`src/rtl/rxerr_cnt_pkg.sv`:
```
package rxerr_cnt_pkg;

   typedef enum logic [2:0] {
      ACT_HOLD       = 3'd0,
      ACT_BUMP       = 3'd1,
      ACT_CLEAR      = 3'd2,
      ACT_CLEAR_BUMP = 3'd3,
      ACT_LOAD       = 3'd4
   } cnt_act_t;

   typedef struct packed {
      logic err_seen;
      logic col_seen;
   } pkt_rec_t;

   function automatic pkt_rec_t rec_merge(pkt_rec_t cur, logic start,
                                          logic err, logic col);
      pkt_rec_t nxt;
      if (start) begin
         nxt.err_seen = err;
         nxt.col_seen = col;
      end else begin
         nxt.err_seen = cur.err_seen | err;
         nxt.col_seen = cur.col_seen | col;
      end
      return nxt;
   endfunction

endpackage

```
`src/rtl/rxerr_pkt_track.sv`:
```
module rxerr_pkt_track
   import rxerr_cnt_pkg::*;
(
   input  logic clk,
   input  logic rst_n,
   input  logic rx_valid,
   input  logic rx_err,
   input  logic rx_col,
   output logic pkt_bump
);

   logic     valid_q;
   pkt_rec_t rec_q;
   pkt_rec_t rec_d;
   logic     pkt_start;
   logic     pkt_end;

   assign pkt_start = rx_valid & ~valid_q;
   assign pkt_end   = valid_q & ~rx_valid;

   always_comb begin
      rec_d = rec_q;
      if (rx_valid) begin
         rec_d = rec_merge(rec_q, pkt_start, rx_err, rx_col);
      end
   end

   always_ff @(posedge clk or negedge rst_n) begin
      if (!rst_n) begin
         valid_q <= 1'b0;
         rec_q   <= '0;
      end else begin
         valid_q <= rx_valid;
         rec_q   <= rec_d;
      end
   end

   assign pkt_bump = pkt_end & rec_q.err_seen & ~rec_q.col_seen;

endmodule

```
`src/rtl/rxerr_mgmt_arb.sv`:
```
module rxerr_mgmt_arb
   import rxerr_cnt_pkg::*;
#(
   parameter bit RD_CLEAR = 1'b1
) (
   input  logic     mg_rd,
   input  logic     mg_wr,
   input  logic     bump,
   output cnt_act_t act
);

   generate
      if (RD_CLEAR) begin : g_rd_clear
         always_comb begin
            if (mg_wr)               act = ACT_LOAD;
            else if (mg_rd && bump)  act = ACT_CLEAR_BUMP;
            else if (mg_rd)          act = ACT_CLEAR;
            else if (bump)           act = ACT_BUMP;
            else                     act = ACT_HOLD;
         end
      end else begin : g_rd_plain
         logic unused_rd;
         assign unused_rd = mg_rd;
         always_comb begin
            if (mg_wr)      act = ACT_LOAD;
            else if (bump)  act = ACT_BUMP;
            else            act = ACT_HOLD;
         end
      end
   endgenerate

endmodule

```
`src/rtl/rxerr_cnt_core.sv`:
```
module rxerr_cnt_core
   import rxerr_cnt_pkg::*;
#(
   parameter int CNT_W = 16
) (
   input  logic             clk,
   input  logic             rst_n,
   input  cnt_act_t         act,
   input  logic [CNT_W-1:0] load_val,
   output logic [CNT_W-1:0] count
);

   localparam logic [CNT_W-1:0] ONE = CNT_W'(1);

   logic [CNT_W-1:0] cnt_q;
   logic [CNT_W-1:0] cnt_d;

   always_comb begin
      unique case (act)
         ACT_BUMP:       cnt_d = cnt_q + ONE;
         ACT_CLEAR:      cnt_d = '0;
         ACT_CLEAR_BUMP: cnt_d = ONE;
         ACT_LOAD:       cnt_d = load_val;
         default:        cnt_d = cnt_q;
      endcase
   end

   always_ff @(posedge clk or negedge rst_n) begin
      if (!rst_n) cnt_q <= '0;
      else        cnt_q <= cnt_d;
   end

   assign count = cnt_q;

endmodule

```
`src/rtl/rxerr_pkt_counter.sv`:
```
module rxerr_pkt_counter
   import rxerr_cnt_pkg::*;
#(
   parameter int CNT_W    = 16,
   parameter bit RD_CLEAR = 1'b1
) (
   input  logic             clk,
   input  logic             rst_n,
   input  logic             rx_valid,
   input  logic             rx_err,
   input  logic             rx_col,
   input  logic             mg_rd,
   input  logic             mg_wr,
   input  logic [CNT_W-1:0] mg_wdata,
   output logic [CNT_W-1:0] mg_rdata
);

   generate
      if (CNT_W < 2 || CNT_W > 64) begin : g_bad_width
         $error("rxerr_pkt_counter: CNT_W must lie in 2..64");
      end
   endgenerate

   logic     bump;
   cnt_act_t act;

   rxerr_pkt_track u_track (
      .clk      (clk),
      .rst_n    (rst_n),
      .rx_valid (rx_valid),
      .rx_err   (rx_err),
      .rx_col   (rx_col),
      .pkt_bump (bump)
   );

   rxerr_mgmt_arb #(.RD_CLEAR(RD_CLEAR)) u_arb (
      .mg_rd (mg_rd),
      .mg_wr (mg_wr),
      .bump  (bump),
      .act   (act)
   );

   rxerr_cnt_core #(.CNT_W(CNT_W)) u_core (
      .clk      (clk),
      .rst_n    (rst_n),
      .act      (act),
      .load_val (mg_wdata),
      .count    (mg_rdata)
   );

endmodule

```
`config.mk`:
```
export PLATFORM = sky130hd
export DESIGN_NAME = rxerr_pkt_counter
export DESIGN_NICKNAME = d
export VERILOG_FILES = /design/src/rtl/rxerr_cnt_pkg.sv /design/src/rtl/rxerr_pkt_track.sv /design/src/rtl/rxerr_mgmt_arb.sv /design/src/rtl/rxerr_cnt_core.sv /design/src/rtl/rxerr_pkt_counter.sv
export SDC_FILE = /design/constraint.sdc
export NUM_CORES = 1
export LEC_CHECK = 0
export ABC_AREA = 0
export BUFFER_PORTS_ARGS = -buffer_cell sky130_fd_sc_hd__buf_2
export CORE_MARGIN = 2
export CORE_UTILIZATION = 40
export CTS_CLUSTER_DIAMETER = 30
export DETAILED_ROUTE_END_ITERATION = 8
export GPL_TIMING_DRIVEN = 0
export PLACE_DENSITY_LB_ADDON = 0.1
export SETUP_SLACK_MARGIN = 0.05
export SKIP_LAST_GASP = 1
export SYNTH_ARGS = -nofsm -noshare
export SYNTH_HDL_FRONTEND = slang
export SYNTH_SLANG_ARGS = --single-unit
```
`constraint.sdc`:
```
create_clock -name clk -period 1.9 [get_ports clk]
set_input_delay 0.57 -clock clk [delete_from_list [all_inputs] [get_ports clk]]
set_output_delay 0.57 -clock clk [all_outputs]
set_load 0.01 [all_outputs]
```
# == Word level (Yosys, flattened, before mapping) ==
# Index checks and enable logic that the tools add are counted.
# Widths: inputs -> output; s select.
# totals
output_inout_bits,16
wordCells,26
register_bits,19
# op_classes
n_eq_ne,4
add_sub_neg,1
n_mux,6
reduce_logical,2
n_bitwise,9
# op_table
operator,n
$pmux 16 s4,1
$add 16x1->16 const B,1
$mux 3,3
$eq 3x2->1 const B,2
$and 1x1->1,4
$reduce_bool 4->1,1
$eq 3x1->1 const B,1
$eq 3x3->1 const B,1
$not 1->1,3
$mux 2,1
$or 1x1->1,2
$logic_and 1x1->1,1
$mux 1,1

# == Logic depth before layout (Yosys ltp) ==
# Gate-level depths: netlist (run 1).
# logic_depth
depth_word,10
ltp_mapped,5
depth_no_buf,5

# == Modules after synthesis ==
# Synthesis (run 1) repeated with hierarchy kept, for this count alone.
# unflattened
cells_unflattened,155
area_unflattened_um2,1363.8
# modules_own_cells
mod,n_inst,area_per_inst_um2,seq_area_each_um2,cells_per_inst
rxerr_cnt_core,1,1232.4,400.4,145
rxerr_pkt_track,1,111.4,75.1,7
rxerr_mgmt_arb,1,20.0,0.0,3

# == Worst setup path before layout (run 1) ==
# No wires, ideal clock.
# synth_timing
path_type,input port to flip-flop
start,input rx_valid
end,"register u_core.cnt_q[12], in the netlist u_core.count[12]"
n_path_buf,0
path_stages,4
slack_ns,0.290
t_arrival_ns,1.541
required_time_ns,1.831
path_cell_list,and4bb_4 nand4_4 or4_1 nand3_1
# synth_via
elab_chain_cells,10
elab_cells_between_ends,15
# synth_lines
element,line_no,rtl
"start, declared",rxerr_pkt_counter.sv:9,"input logic rx_valid,"
$not 1->1 *,rxerr_pkt_track.sv:19,assign pkt_end = valid_q & ~rx_valid;
$and 1x1->1 *,rxerr_pkt_track.sv:19,
$and 1x1->1 * (2 in series),rxerr_pkt_track.sv:38,assign pkt_bump = pkt_end & rec_q.err_seen & ~rec_q.col_seen;
$mux 1,rxerr_mgmt_arb.sv:18,else if (bump) act = ACT_BUMP;
$mux 3,rxerr_mgmt_arb.sv:17,else if (mg_rd) act = ACT_CLEAR;
$mux 3 *,rxerr_mgmt_arb.sv:16,else if (mg_rd && bump) act = ACT_CLEAR_BUMP;
$mux 3 *,rxerr_mgmt_arb.sv:15,if (mg_wr) act = ACT_LOAD;
"$eq 3x3->1, or another cell as far along",rxerr_cnt_core.sv:19,unique case (act)
$pmux 16 s4 / $reduce_bool 4->1 (equally long branches),--,
"end signal, assigned",rxerr_cnt_core.sv:30,else cnt_q <= cnt_d;
"end, declared",rxerr_cnt_core.sv:15,logic [CNT_W-1:0] cnt_q;
# Every way passes the cells marked *; elsewhere a longest branch is shown, timed or not.
# A chain may end at the register's enable or synchronous reset.

# == Worst setup path after layout (run 1) ==
# layout_timing
start,"register u_core.cnt_q[1], in the netlist u_core.count[1]"
end,"register u_core.cnt_q[14], in the netlist u_core.count[14]"
# layout_via
elab_chain_cells,2
# layout_lines
element,line_no,rtl
$add 16x1->16,rxerr_cnt_core.sv:20,ACT_BUMP: cnt_d = cnt_q + ONE;
$pmux 16 s4,rxerr_cnt_core.sv:19,
# No other way between the ends.

==> metrics.md, run 1 <==
| Metric | Value |
|---|---|
| Outcome | finished, final reports clean |
| H-Tree Depth | 1 |
| Site Rows | 19 |
| # port buffers | 38 |
| Layout area overhead | 22.8% |
| Grt ovf | 0 |
| Max IR drop VDD | 0.364 mV |
| Most common cell in the netlist | dfrtp_1 |
| Final worst slack | 0.279 ns |
| YS warnings | 0 |
| Vias in the first global route | 1,115 |
| Tcrit/Tclk final | 85.3% |
| Max transition margin | 67.1% |
| Worst hold path class | primary input to asynchronous set/reset pin |
| I/O pins | 39 |
| Initial core utilization | 41.6% |
| Post-CTS Resized | 0 |
| Core area | 2730 µm² |
| DP Area | 1370 µm² |
| Setup TNS | 0 ns |
| Crit Path Category | flip-flop to flip-flop |
| Internal power | 600 µW |
| CTS tree | yes |
| Post-Syn Area per Cell | 9.25 µm² |
| Yosys reg bits | 19 |
| Longest Clk Path Bufs | 2 |
| Tmin final | 1.62 ns |
| Max cap viols | 0 |
| Antenna Cells | 0 |
| Crit path max fanout | 5 |
| First-pass DRT Iterations | 4 |
| Leading post-synthesis cells by cell area | dfrtp_1, nand2_1, nand3_1 |
| Share of layout cells above drive strength 1 | 31.5% |
| Logic pwr share | 20.1% |
| Largest net degree at the start of global routing | 20 |
| Worst path required time | 2.15 ns |
| DP Worst Slack | -0.0116 ns |
| Hold_buf cts | 0 |
| # setup viols final | 0 |
| Pins Over Slew Limit | 0 |
| PD cells | 631 nW/µm² |
| P_leak | 0.657 nW |
| Nets | 190 |
| Min Hold Slack | 0.171 ns |
| Number of synthesized flops with an enable pin | 0 |
| Vias | 1,150 |
| DIE WIDTH | 57.3 µm |
| Synth cell count leaders | dfrtp_1, nand2_1, nand3_1, a21oi_1, nand4_1 |
| Psw | 282 µW |
| Top-area cell type share of the netlist area | 41.8% |
| First-pass GRT wire length | 5120 µm |
| Routability cong. | 0.787 |
| Die height | 57.3 µm |
| Syn_nets | 147 |
| Initial antenna violation count | 0 |
| DR iter-0 viols | 22 |
| Seq/Total Area, Yosys | 41.8% |
| Hold Vio Cnt, Final | 0 |
| Yosys top cell by area | dfrtp_1 |
| Worst slew pin tran | 0.494 ns |
| Clk_lat worst skew | 0.32 ns |
| Endpoint class of the critical path | flip-flop |
| Most used flip-flop cell after synthesis | dfrtp_1 |
| Critical Path AT | 1.87 ns |
| Synth unique cells | 43 |
| # clock sinks | 19 |
| Final HPWL DP | 2170 µm |
| Final non-filler cell area | 1400 µm² |
| Crit. Startpoint | u_core.count[1]$_DFFE_PN0P_ |
| Fin util | 51.1% |
| Post-Route WL | 2940 µm |
| Gate Count Post-Synth | 123 |
| Unrepaired setup endpoints after global routing | no |
| TritonCTS Buffers | 3 |
| # Post-CTS Setup Buffers | 0 |
| R2R Path Start | u_core.count[1]$_DFFE_PN0P_ |
| Routed WL per cell | 15.0 µm |
| Sw Ratio | 32.0% |
| Vias per cell | 5.87 |
| Clock share of power | 25.6% |
| Gr usage total | 20.1% |
| Clk_skew | 0.0112 ns |
| # DRC | 0 |
| Fmax | 0.617 GHz |
| Sequential Power Share | 54.3% |
| Root Buffer | clkbuf_4 |
| Crit start category | flip-flop |
| Synth Cell Area | 1140 µm² |
| Clk slew on worst S/H paths | 0.13 ns |
| Cells on worst reg2reg path | 5 |
| Antenna Nets Post-Route | 0 |
| Total Die Area | 3290 µm² |
| Synth async-reset ratio | 100% |
state kept, by name (all words and copies together), names as in the netlist:
register,count
u_core.count,16
u_track.rec_q,2
u_track.valid_q,1
layout make-up:
class / count / area, µm²
clock inverter: 1 / 7.51
buffer: 6 / 31.3
clock buffer: 3 / 22.5
sequential: 19 / 475
multi-input combinational: 97 / 627
fill: 275 / 1340
tap: 31 / 38.8
timing repair buffer: 38 / 190
inverter: 1 / 3.75
per-layer routing:
layer	global-route usage (%)	vias up	wire, µm
li1	-	549	-
met4	9.97	0	60
met5	0	-	0
met2	31.9	42	1370
met1	27.2	552	1360
met3	2.49	7	151
cells by family (layout without fill, tap and decap cells):
group           Yosys count  in the layout  synth area share [%]
compound gates           28             28                  16.2
xor+xnor                  5              5                  3.85
fa+ha+maj                 1              1                  1.10
buf+inv                   7             49                  3.08
flops                    19             19                  41.8
mux                       1              1                 0.880
simple gates             62             62                  33.1
per-stage QoR:
step                      power (mW)  instances
after floorplan                0.577        123
after global placement         0.659        192
after detailed placement       0.665        192
after CTS                      0.892        196
after global routing           0.938        196
final                          0.881        196
power by group through the flow:
stage	logic (mW)	clock network (mW)	registers, mW
after floorplan	0.0851	0	0.491
after global placement	0.176	0	0.484
after detailed placement	0.180	0	0.485
after CTS	0.180	0.234	0.478
after global routing	0.201	0.252	0.485
final	0.177	0.226	0.479
path summary, 6_finish.rpt:
| path | end | slack [ns] |
|---|---|---|
| worst max-delay path | u_core.count[14]$_DFFE_PN0P_ | 0.28 |
| worst max register to register | u_core.count[14]$_DFFE_PN0P_ | 0.28 |
| max in group asynchronous | u_core.count[13]$_DFFE_PN0P_ | 1.41 |
| min in group clk | u_track.valid_q$_DFF_PN0_ | 0.41 |
| worst min register to register | u_track.rec_q[1]$_DFFE_PN0P_ | 0.52 |
| worst min-delay path | u_core.count[8]$_DFFE_PN0P_ | 0.17 |
cell usage in the layout (no fill, tap or decap), types with 5 or more instances in the layout:
cell,netlist,final
a21oi_1,9,9
buf_2,1,39
nand3_1,10,10
nor2_1,5,5
dfrtp_1,19,19
nand4_1,8,8
nand2_1,15,15
worst max-delay path: stages (launching register included):
cell	delay [ns]
dfrtp_1	0.43
ha_1	0.21
and2_2	0.24
nand4_4	0.12
or4_1	0.49
nand3_1	0.08
Note: power is estimated with default switching activity, not from simulation.
==> inputs of run 2 (changes only) <==
- MAX_ROUTING_LAYER: default -> met4
- RECOVER_POWER: default -> 100
==> metrics.md, run 2 (same netlist as run 1, synthesis figures left out) <==
| Metric | Value |
|---|---|
| Antenna Nets Post-Route | 0 |
| Routed WL per cell | 15.2 µm |
| Met2 Resource Use GR | 31.9% |
| Critical Path AT | 1.93 ns |
| Most frequent cells in the layout | clkbuf_1, buf_2, dfrtp_1 |
| Post-CTS Resized | 0 |
| Core area | 2730 µm² |
| Total power | 871 µW |
| Hold Vio Cnt, Final | 0 |
| P_leak | 0.582 nW |
| Commonest non-fill, non-tap cell in the layout | clkbuf_1 |
| Max transition margin | 30.0% |
| First-pass GRT wire length | 5110 µm |
| Crit start category | flip-flop |
| # port buffers | 38 |
| Unrepaired setup endpoints after global routing | no |
| Share of layout cells above drive strength 1 | 18.2% |
| Root Buffer | clkbuf_4 |
| Tcrit/Tclk final | 88.1% |
| Max cap viols | 0 |
| CTS tree | yes |
| FF-to-FF setup slack | 0.23 ns |
| Clk_lat worst skew | 0.32 ns |
| PD cells | 645 nW/µm² |
| Crit path max fanout | 5 |
| Initial core utilization | 41.6% |
| Clk slew on worst S/H paths | 0.13 ns |
| Fillers | 286 |
| First-pass DRT Iterations | 4 |
| DIE WIDTH | 57.3 µm |
| # DRC | 0 |
| I/O pins | 39 |
| Vias | 1,150 |
| TritonCTS Buffers | 3 |
| Cells on worst reg2reg path | 5 |
| Routability cong. | 0.798 |
| # setup viols final | 0 |
| Initial antenna violation count | 0 |
| # clock sinks | 19 |
| Layout area overhead | 18.8% |
| Outcome | finished, final reports clean |
| Site Rows | 19 |
| Met3 GRT Util | 2.49% |
| Final HPWL DP | 2170 µm |
| Worst flop-to-flop path endpoint | u_core.count[14]$_DFFE_PN0P_ |
| Worst slew pin tran | 1.05 ns |
| Nets | 190 |
| Pins Over Slew Limit | 0 |
| Post-Route WL | 2980 µm |
| DR iter-0 viols | 20 |
| Gr usage total | 20.6% |
| Fmax | 0.597 GHz |
| # Post-CTS Setup Buffers | 0 |
| Clk_skew | 0.0112 ns |
| Vias per cell | 5.87 |
| Largest net degree at the start of global routing | 20 |
| H-Tree Depth | 1 |
| Tmin final | 1.67 ns |
| Crit Path Category | flip-flop to flip-flop |
| Worst hold path class | primary input to asynchronous set/reset pin |
| Grt ovf | 0 |
| Total Die Area | 3290 µm² |
| Final worst slack | 0.226 ns |
| Max reg flops | 16 |
| Die height | 57.3 µm |
| Endpoint class of the critical path | flip-flop |
| Vias in the first global route | 1,119 |
| # placed instances | 192 |
| Worst path required time | 2.15 ns |
| R2R Path Start | u_core.count[1]$_DFFE_PN0P_ |
| Longest Clk Path Bufs | 2 |
| Min Hold Slack | 0.400 ns |
| Max IR drop VDD | 0.361 mV |
| GRT busiest layer | met2 |
| Final std cells w/o fill | 196 |
| DP Worst Slack | -0.0116 ns |
| Met1 usage | 26.9% |
| Antenna Cells | 0 |
| Hold_buf cts | 0 |
[run 2: cell types whose count changed in the layout (fill, tap and decap cells not counted), sizes merged]
cell | before | now
clkbuf | 6 | 25
buf | 41 | 22
[run 2: worst max-delay path, stage by stage (launching register included)]
cell and delay (ns):
dfrtp_1 0.43, ha_1 0.21, and2_2 0.21, nand4_1 0.18, or4_1 0.51, nand3_1 0.08
[run 2: routing by layer]
metal	vias to the layer above	share of wire, %	wire length [µm]
li1	549	-	-
met4	0	1.4	43
met3	5	5.1	153
met2	37	47	1400
met5	-	0	0
met1	559	46	1380
[run 2: worst max-delay path by stage]
stage	start	end	slack, ns	cells past startpoint
floorplan	rx_valid	u_core.count[12]$_DFFE_PN0P_	0.29	4
global placement	mg_wr	u_core.count[1]$_DFFE_PN0P_	0.05	5
detailed placement	mg_wr	u_core.count[2]$_DFFE_PN0P_	-0.01	5
CTS	u_core.count[1]$_DFFE_PN0P_	u_core.count[14]$_DFFE_PN0P_	0.28	5
global route	mg_wr	u_core.count[0]$_DFFE_PN0P_	0.09	4
finish	u_core.count[1]$_DFFE_PN0P_	u_core.count[14]$_DFFE_PN0P_	0.23	5
[run 2: stage by stage]
stage | area (µm²) | utilization (%) | setup TNS (ns)
after floorplan | 1140 | - | 0
after global placement | 1370 | 50.0 | 0
after detailed placement | 1370 | 50.0 | -0.0116
after CTS | 1400 | 51.1 | 0
after global routing | 1350 | 49.4 | 0
final | 1350 | 49.4 | 0
[run 2: power breakdown]
group	leakage, nW	switching, mW	internal [mW]
sequential	0.238	0.0425	0.437
clock	0.0139	0.146	0.0804
combinational	0.330	0.0929	0.0721
[run 2: area by class of cell]
type / count / area [µm²] / area share [%]
Multi-Input combinational cell: 97 / 606 / 44.8
Sequential cell: 19 / 475 / 35.2
Timing Repair Buffer: 38 / 166 / 12.3
Tap cell: 31 / 38.8 / 2.87
Buffer: 6 / 31.3 / 2.31
Clock buffer: 3 / 22.5 / 1.67
Clock inverter: 1 / 7.51 / 0.556
Inverter: 1 / 3.75 / 0.278
==> inputs of run 3 (changes only) <==
- CTS_BUF_LIST: default -> sky130_fd_sc_hd__clkbuf_8
==> metrics.md, run 3 (same netlist as run 1, synthesis figures left out) <==
| Metric | Value |
|---|---|
| Critical Path AT | 1.93 ns |
| Site Rows | 19 |
| TritonCTS Buffers | 3 |
| Root Buffer | clkbuf_8 |
| Post-Route WL | 2990 µm |
| Fin util | 50.6% |
| Pins Over Slew Limit | 0 |
| Largest net degree at the start of global routing | 20 |
| Crit path buf inv count | 0 |
| Gr usage total | 20.9% |
| Initial core utilization | 41.6% |
| CP delay by family, top | simple AND/OR/NAND/NOR gates |
| Initial antenna violation count | 0 |
| Logic pwr share | 17.6% |
| Worst flop-to-flop path endpoint | u_core.count[14]$_DFFE_PN0P_ |
| DR iter-0 viols | 23 |
| Layout area overhead | 21.6% |
| Hold_buf cts | 0 |
| Internal power | 658 µW |
| Crit path largest cell delay | 0.49 ns |
| Tcrit/Tclk final | 90.9% |
| Routability cong. | 0.798 |
| DIE WIDTH | 57.3 µm |
| Tmin final | 1.73 ns |
| Final HPWL DP | 2170 µm |
| First-pass GRT wire length | 5160 µm |
| Clk_lat worst skew | 0.27 ns |
| Max transition margin | 29.9% |
| Worst path required time | 2.10 ns |
| PD cells | 685 nW/µm² |
| H-Tree Depth | 1 |
| Crit-path slowest cell | or4_1 |
| Unrepaired setup endpoints after global routing | no |
| Fmax | 0.579 GHz |
| P_leak | 0.604 nW |
| # clock sinks | 19 |
| # DRC | 0 |
| Vias | 1,146 |
| Outcome | finished, final reports clean |
| Sequential Power Share | 50.6% |
| Fillers | 281 |
| # setup viols final | 0 |
| Die height | 57.3 µm |
| Cells on worst reg2reg path | 5 |
| Max reg flops | 16 |
| R2R Path Start | u_core.count[1]$_DFFE_PN0P_ |
| Antenna Cells | 0 |
| Longest Clk Path Bufs | 2 |
| Worst hold path class | primary input to asynchronous set/reset pin |
| Sw Ratio | 30.6% |
| Most frequent cells in the layout | buf_2, clkbuf_1, dfrtp_1 |
| Crit Path Category | flip-flop to flip-flop |
| Clk_skew | 0.00718 ns |
| Max cap viols | 0 |
| Clk slew on worst S/H paths | 0.08 ns |
| Register area | 475 µm² |
| Crit path cell chain | ha_1, and2_1, nand4_4, or4_1, nand3_1 |
| # Post-CTS Setup Buffers | 0 |
| Vias in the first global route | 1,132 |
| First-pass DRT Iterations | 4 |
| Multi-input logic area | 619 µm² |
| Crit start category | flip-flop |
| Share of layout cells above drive strength 1 | 18.8% |
| FF-to-FF setup slack | 0.17 ns |
| Hold Vio Cnt, Final | 0 |
| Total Die Area | 3290 µm² |
| Worst slew pin tran | 1.05 ns |
| Routed WL per cell | 15.2 µm |
| Clock share of power | 31.8% |
| Endpoint class of the critical path | flip-flop |
| Final std cells w/o fill | 196 |
| Crit path max fanout | 5 |
| Psw | 290 µW |
| Nets | 190 |
| # placed instances | 192 |
| Core area | 2730 µm² |
| # port buffers | 38 |
| Antenna Nets Post-Route | 0 |
| Vias per cell | 5.85 |
| Max IR drop VDD | 0.386 mV |
| Post-CTS Resized | 0 |
| CTS tree | yes |
| Grt ovf | 0 |
| I/O pins | 39 |
-- run 3: worst max path at each step --
stage                                     start                      endpoint  slack (ns)  depth (start not counted)
floorplan                              rx_valid  u_core.count[12]$_DFFE_PN0P_        0.29                          4
global placement                          mg_wr   u_core.count[1]$_DFFE_PN0P_        0.05                          5
detailed placement                        mg_wr   u_core.count[2]$_DFFE_PN0P_       -0.01                          5
CTS                                       mg_wr   u_core.count[2]$_DFFE_PN0P_        0.27                          5
global route        u_core.count[1]$_DFFE_PN0P_  u_core.count[14]$_DFFE_PN0P_        0.07                          5
finish              u_core.count[1]$_DFFE_PN0P_  u_core.count[14]$_DFFE_PN0P_        0.17                          5
-- run 3: area by class of cell --
type	instances	area share (%)
buffer	6	2.08
clock buffer	3	2.99
clock inverter	1	0.543
inverter	1	0.271
multi-input combinational	97	44.8
sequential	19	34.4
tap	31	2.81
timing repair buffer	38	12.1
-- run 3: power by group through the flow --
stage,logic (mW),registers [mW],clock network (mW)
floorplan,0.0851,0.491,0
global placement,0.176,0.484,0
detailed placement,0.180,0.485,0
CTS,0.180,0.478,0.309
global route,0.190,0.486,0.328
finish,0.167,0.479,0.301
-- run 3: worst register-to-register path: stages, from the launching register on --
cell and delay (ns):
dfrtp_1 0.42, ha_1 0.22, and2_1 0.31, nand4_4 0.15
or4_1 0.49, nand3_1 0.08
-- run 3: per-layer routing --
layer	track usage, %	vias to the layer above	part of all wire [%]
li1	-	551	-
met4	9.97	0	1.4
met5	-	-	0
met1	27.2	557	47
met2	32.0	33	46
met3	3.17	5	4.8
-- run 3: through the flow --
| step | total power [mW] | TNS, ns | worst slack, ns | cell area (µm²) | hold slack [ns] |
|---|---|---|---|---|---|
| after detailed placement | 0.665 | -0.0116 | -0.0116 | 1370 | 0.489 |
| final | 0.947 | 0 | 0.173 | 1380 | 0.463 |
| after global placement | 0.659 | 0 | 0.0451 | 1370 | 0.479 |
| after CTS | 0.968 | 0 | 0.271 | 1420 | 0.249 |
| after global routing | 1.00 | 0 | 0.0706 | 1380 | 0.499 |
| after floorplan | 0.577 | 0 | 0.290 | 1140 | 0.274 |
